### config.mk
export PLATFORM = sky130hd
export DESIGN_NAME = dyn_clkdiv
export DESIGN_NICKNAME = d
export VERILOG_FILES = /design/src/rtl/dyndiv_pkg.sv /design/src/rtl/dyndiv_ctrl.sv /design/src/rtl/dyndiv_lut.sv /design/src/rtl/dyndiv_cnt.sv /design/src/rtl/dyn_clkdiv.sv
export SDC_FILE = /design/constraint.sdc
export NUM_CORES = 1
export LEC_CHECK = 0
export ABC_AREA = 1
export BUFFER_PORTS_ARGS = -buffer_cell sky130_fd_sc_hd__buf_2
export CAP_MARGIN = 10
export CELL_PAD_IN_SITES_DETAIL_PLACEMENT = 2
export CELL_PAD_IN_SITES_GLOBAL_PLACEMENT = 2
export CORE_ASPECT_RATIO = 1.75
export CORE_UTILIZATION = 17
export DETAILED_ROUTE_END_ITERATION = 6
export MAX_ROUTING_LAYER = met4
export PLACE_DENSITY_LB_ADDON = 0.1
export SETUP_SLACK_MARGIN = 0.02
export SYNTH_ARGS = -nofsm -noshare
export SYNTH_HDL_FRONTEND = slang
export SYNTH_SLANG_ARGS = --single-unit
### constraint.sdc
create_clock -name clk_i -period 2.12 [get_ports clk_i]
set_input_delay 0.424 -clock clk_i [delete_from_list [all_inputs] [get_ports clk_i]]
set_output_delay 0.424 -clock clk_i [all_outputs]
set_load 0.03 [all_outputs]
### src/rtl/dyndiv_pkg.sv
package dyndiv_pkg;
  // Division ratio for a code: powers of two up to 2**log2_max, else 1.
  function automatic int unsigned code_ratio(input int unsigned code,
                                             input int unsigned log2_max);
    if (code <= log2_max) return 32'd1 << code;
    return 32'd1;
  endfunction
endpackage

### src/rtl/dyndiv_ctrl.sv
module dyndiv_ctrl #(
  parameter int SHIFT  = 4,
  parameter int WIDTH  = 3,
  parameter int DATA_W = 32
) (
  input  logic              clk_i,
  input  logic              rst_i,
  input  logic              wr_en_i,
  input  logic [DATA_W-1:0] wr_data_i,
  input  logic              apply_i,
  output logic [WIDTH-1:0]  field_o,
  output logic              busy_o
);
  localparam int EN_POS = SHIFT + 16;

  logic accept;
  assign accept = wr_en_i && wr_data_i[EN_POS] && !busy_o;

  always_ff @(posedge clk_i) begin
    if (rst_i) begin
      field_o <= '0;
      busy_o  <= 1'b0;
    end else if (accept) begin
      field_o <= wr_data_i[SHIFT +: WIDTH];
      busy_o  <= 1'b1;
    end else if (apply_i) begin
      busy_o  <= 1'b0;
    end
  end
endmodule

### src/rtl/dyndiv_lut.sv
module dyndiv_lut
  import dyndiv_pkg::*;
#(
  parameter int WIDTH    = 3,
  parameter int LOG2_MAX = 3,
  parameter int CNT_W    = 3
) (
  input  logic [WIDTH-1:0] code_i,
  output logic [CNT_W-1:0] term_o
);
  localparam int CODES = 1 << WIDTH;

  logic [CNT_W-1:0] table_q [CODES];

  for (genvar g = 0; g < CODES; g++) begin : g_entry
    localparam int unsigned RT = code_ratio(g, LOG2_MAX);
    assign table_q[g] = CNT_W'(RT - 1);
  end

  assign term_o = table_q[code_i];
endmodule

### src/rtl/dyndiv_cnt.sv
module dyndiv_cnt #(
  parameter int CNT_W = 3
) (
  input  logic             clk_i,
  input  logic             rst_i,
  input  logic             pending_i,
  input  logic [CNT_W-1:0] next_term_i,
  output logic             apply_o,
  output logic             tick_o
);
  logic [CNT_W-1:0] cnt_q;
  logic [CNT_W-1:0] term_q;
  logic             at_end;

  assign at_end  = (cnt_q == term_q);
  assign apply_o = at_end && pending_i;

  always_ff @(posedge clk_i) begin
    if (rst_i) begin
      cnt_q  <= '0;
      term_q <= '0;
      tick_o <= 1'b0;
    end else begin
      tick_o <= at_end;
      if (at_end) begin
        cnt_q <= '0;
        if (pending_i) term_q <= next_term_i;
      end else begin
        cnt_q <= cnt_q + 1'b1;
      end
    end
  end
endmodule

### src/rtl/dyn_clkdiv.sv
module dyn_clkdiv #(
  parameter int SHIFT    = 4,
  parameter int WIDTH    = 3,
  parameter int LOG2_MAX = 3,
  parameter int DATA_W   = 32,
  parameter int STAT_W   = 32,
  parameter int MON_BIT  = 5
) (
  input  logic              clk_i,
  input  logic              rst_i,
  input  logic              wr_en_i,
  input  logic [DATA_W-1:0] wr_data_i,
  output logic [DATA_W-1:0] ctrl_rdata_o,
  output logic [STAT_W-1:0] status_o,
  output logic              tick_o
);
  localparam int CNT_W = (LOG2_MAX > 0) ? LOG2_MAX : 1;

  if (SHIFT + WIDTH > 16) begin : g_bad_field
    $error("code field must lie below bit 16");
  end

  logic [WIDTH-1:0] field;
  logic             busy;
  logic             apply;
  logic [CNT_W-1:0] next_term;

  dyndiv_ctrl #(.SHIFT(SHIFT), .WIDTH(WIDTH), .DATA_W(DATA_W)) u_ctrl (
    .clk_i     (clk_i),
    .rst_i     (rst_i),
    .wr_en_i   (wr_en_i),
    .wr_data_i (wr_data_i),
    .apply_i   (apply),
    .field_o   (field),
    .busy_o    (busy)
  );

  dyndiv_lut #(.WIDTH(WIDTH), .LOG2_MAX(LOG2_MAX), .CNT_W(CNT_W)) u_lut (
    .code_i (field),
    .term_o (next_term)
  );

  dyndiv_cnt #(.CNT_W(CNT_W)) u_cnt (
    .clk_i       (clk_i),
    .rst_i       (rst_i),
    .pending_i   (busy),
    .next_term_i (next_term),
    .apply_o     (apply),
    .tick_o      (tick_o)
  );

  always_comb begin
    ctrl_rdata_o = '0;
    ctrl_rdata_o[SHIFT +: WIDTH] = field;
    status_o = '0;
    status_o[MON_BIT] = busy;
  end
endmodule

==> impl_metrics.env <==
export IMPL_status="completed"
export IMPL_reg2reg_to="u_cnt.cnt_q[0]"
export IMPL_power_density_mw_per_mm2=754.2
export IMPL_slowest_stage="dfxtp_1"
export IMPL_yosysWarnings=0
export IMPL_num_vias=634
export IMPL_min_from="rst_i"
export IMPL_synth_edff_count=0
export IMPL_postRouteAntennaNets=0
export IMPL_gp_congestion=0.6509
export IMPL_switchingPower_uw=305.9
export IMPL_finalHoldViolCount=0
export IMPL_drive_gt1_frac=0.1172
export IMPL_drtPass1Iterations=3
export IMPL_fin_util=0.1707
export IMPL_clk_latency_ps=240
export IMPL_p_int_uw=382.0
export IMPL_routedWlPerCell_um=9.082
export IMPL_min_to="u_cnt.tick_o"
export IMPL_rsz0062_at_grt="no"
export IMPL_area_growth_pct=-4.456
export IMPL_combPwrFrac=0.347
export IMPL_rr_worst_depth=6
export IMPL_postCtsSetupBuffers=0
export IMPL_worstSetupStartpointType="flop"
export IMPL_start_util=0.1787
export IMPL_sequentialPowerShare=0.342
export IMPL_first_global_vias=622
export IMPL_cts_max_level=1
export IMPL_io_buffers=11
export IMPL_post_dp_cell_area_um2=865.8
export IMPL_dieArea_mm2=0.005931
export IMPL_critPathKind="flop to output port"
export IMPL_dp_cells=215
export IMPL_netlist_instances=132
export IMPL_synth_main_ff_cell="dfxtp_1"
export IMPL_power_leakage_uw=0.0004996
export IMPL_r2r_start="u_cnt.cnt_q[0]"
export IMPL_cp_top_family="flip-flops"
export IMPL_die_y_um=101.1
export IMPL_row_count=35
export IMPL_core_mm2=0.005343
export IMPL_overflow=0
export IMPL_avgViaCountPerCell=2.895
export IMPL_final_nets=182
export IMPL_yosysTopAreaCellShare=0.4797
export IMPL_fmax_mhz=798.8
export IMPL_cts_root_buf="clkbuf_8"
export IMPL_hold_path_depth=2
export IMPL_synth_area_um2=954.7
export IMPL_synth_seq_cells=11
export IMPL_synth_top_area_cell="buf_4"
export IMPL_dp_final_hpwl_um=1786
export IMPL_drv_slew=0
export IMPL_synth_top_cells_by_area="buf_4 48%, dfxtp_1 23%, nand2_1 7.5%"
export IMPL_synth_async_reset_ratio=0
export IMPL_fin_area_um2=912.1
export IMPL_final_setup_tns_ps=0
export IMPL_min_period_ps=1252
export IMPL_cap_violations=0
export IMPL_clkPwrFrac=0.312
export IMPL_finalCritPeriodShare=0.5905
export IMPL_ys_types=14
export IMPL_yosysSeqAreaShare=0.2307
export IMPL_antennaDiodeCount=0
export IMPL_crit_buf_inv=1
export IMPL_hold_class="input pin to flop"
export IMPL_finalSetupViolations=0
export IMPL_irDropWorstVdd_mv=0.1796
export IMPL_ios=100
export IMPL_cts_sinks=11
export IMPL_cp_end_kind="output port"
export IMPL_cts_buffers=3
export IMPL_syn_avg_cell_area_um2=7.232
export IMPL_grt_use_total=0.06798
export IMPL_drtIter0Drc=1
export IMPL_drc_errors=0
export IMPL_grt_pass1_wl_um=2967
export IMPL_die_w_um=58.65
export IMPL_critPathRequiredTime_ps=1700
export IMPL_yosysMostFrequentCell="buf_4"
export IMPL_synth_commonest_cells="61 x buf_4, 19 x nand2_1, 12 x inv_1"
export IMPL_swShare=0.4447
export IMPL_grt_max_degree=9
export IMPL_cp_arrival_ps=830
export IMPL_r2r_slack_ps=1020
export IMPL_cts_repair_resized=0
export IMPL_routed_wl_um=1989
export IMPL_clock_path_buffers=2
export IMPL_antenna_found_initial=0
export IMPL_skew_ps=6.188
export IMPL_cts_tree="built"
export IMPL_crit_chain="buf_2"
export IMPL_crit_path_max_incr_delay_ps=370
export IMPL_clk_pin_slew_ps=60
export IMPL_instances_no_fill=219
export IMPL_path_max_fanout=4
export IMPL_hold_buffers=0
[layer usage]
layer  GRT usage  vias to the layer above  part of all wire
met5           -                        -                 0
met4     0.01648                        0                 0
met3     0.01149                        0             0.068
met2      0.1459                       36              0.64
met1     0.05577                      291              0.29
li1            -                      307                 -
[worst max-delay path by stage]
stage | start | endpoint | depth (start not counted)
2_1_floorplan | u_ctrl.field_o[2] | u_cnt.term_q[0] | 5
3_3_place_gp | rst_i | u_ctrl.field_o[1] | 4
3_5_place_dp | rst_i | u_ctrl.field_o[2] | 4
4_1_cts | u_ctrl.busy_o | status_o[5] | 1
5_1_grt | u_ctrl.busy_o | status_o[5] | 1
6_report | u_ctrl.busy_o | status_o[5] | 1
[power groups by stage]
stage	clock network (uW)	registers, uW	logic (uW)
after floorplan	0	251	278
after global placement	0	240	236
after detailed placement	0	241	238
after CTS	228	236	238
after global routing	238	238	261
final	214	235	238
[cells in the final DEF (no fill, tap or decap)]
master     n
a21oi_1    4
buf_2     11
clkbuf_8   3
clkinv_2   1
conb_1    60
dfxtp_1   11
ha_1       1
inv_1     12
nand2_1   19
nand3_1    6
nand4_1    2
nor2_1     8
nor2_2     1
o21ai_0    4
xnor2_1    1
xnor2_2    1
[logic make-up (layout without fill, tap and decap cells)]
group                    count (synthesis)  in the layout  share of synthesized area
AO/OA/AOI/OAI                            8              8                    0.04194
XOR/XNOR                                 2              2                    0.02622
adder cells (fa/ha/maj)                  1              1                    0.01310
buffers and inverters                   73             27                     0.5269
flip-flops                              11             11                     0.2307
other                                    1             60                   0.003928
AND/OR/NAND/NOR                         36             36                     0.1573
[registers in the layout, summed over array words and instances (netlist names)]
name,flops
u_cnt.cnt_q,3
u_cnt.term_q,3
u_ctrl.field_o,3
u_cnt.tick_o,1
u_ctrl.busy_o,1
[metrics by stage]
step	setup WS, ps	power (uW)	hold slack (ps)
floorplan	1163	528.7	440.8
global placement	977.3	476.1	485.7
detailed placement	969.1	479.0	486.4
CTS	833.7	702.4	414.2
global route	790.4	737.1	416.3
finish	868.2	687.9	409.2
[area by class of cell]
cell class	count	area [um2]
Sequential cell	11	220.2
Multi-Input combinational cell	107	452.9
Clock buffer	3	41.29
Inverter	12	45.04
Clock inverter	1	5.005
Tap cell	74	92.59
Fill cell	689	4431
Timing Repair Buffer	11	55.05
[worst register-to-register path, cell delays in order (launching register included)]
cell and delay [ps]:
dfxtp_1 420, inv_1 80, nand2_1 70, nand2_1 70, nand3_1 170, nand2_1 120, nor2_1 110
(Power assumes the default switching activity.)
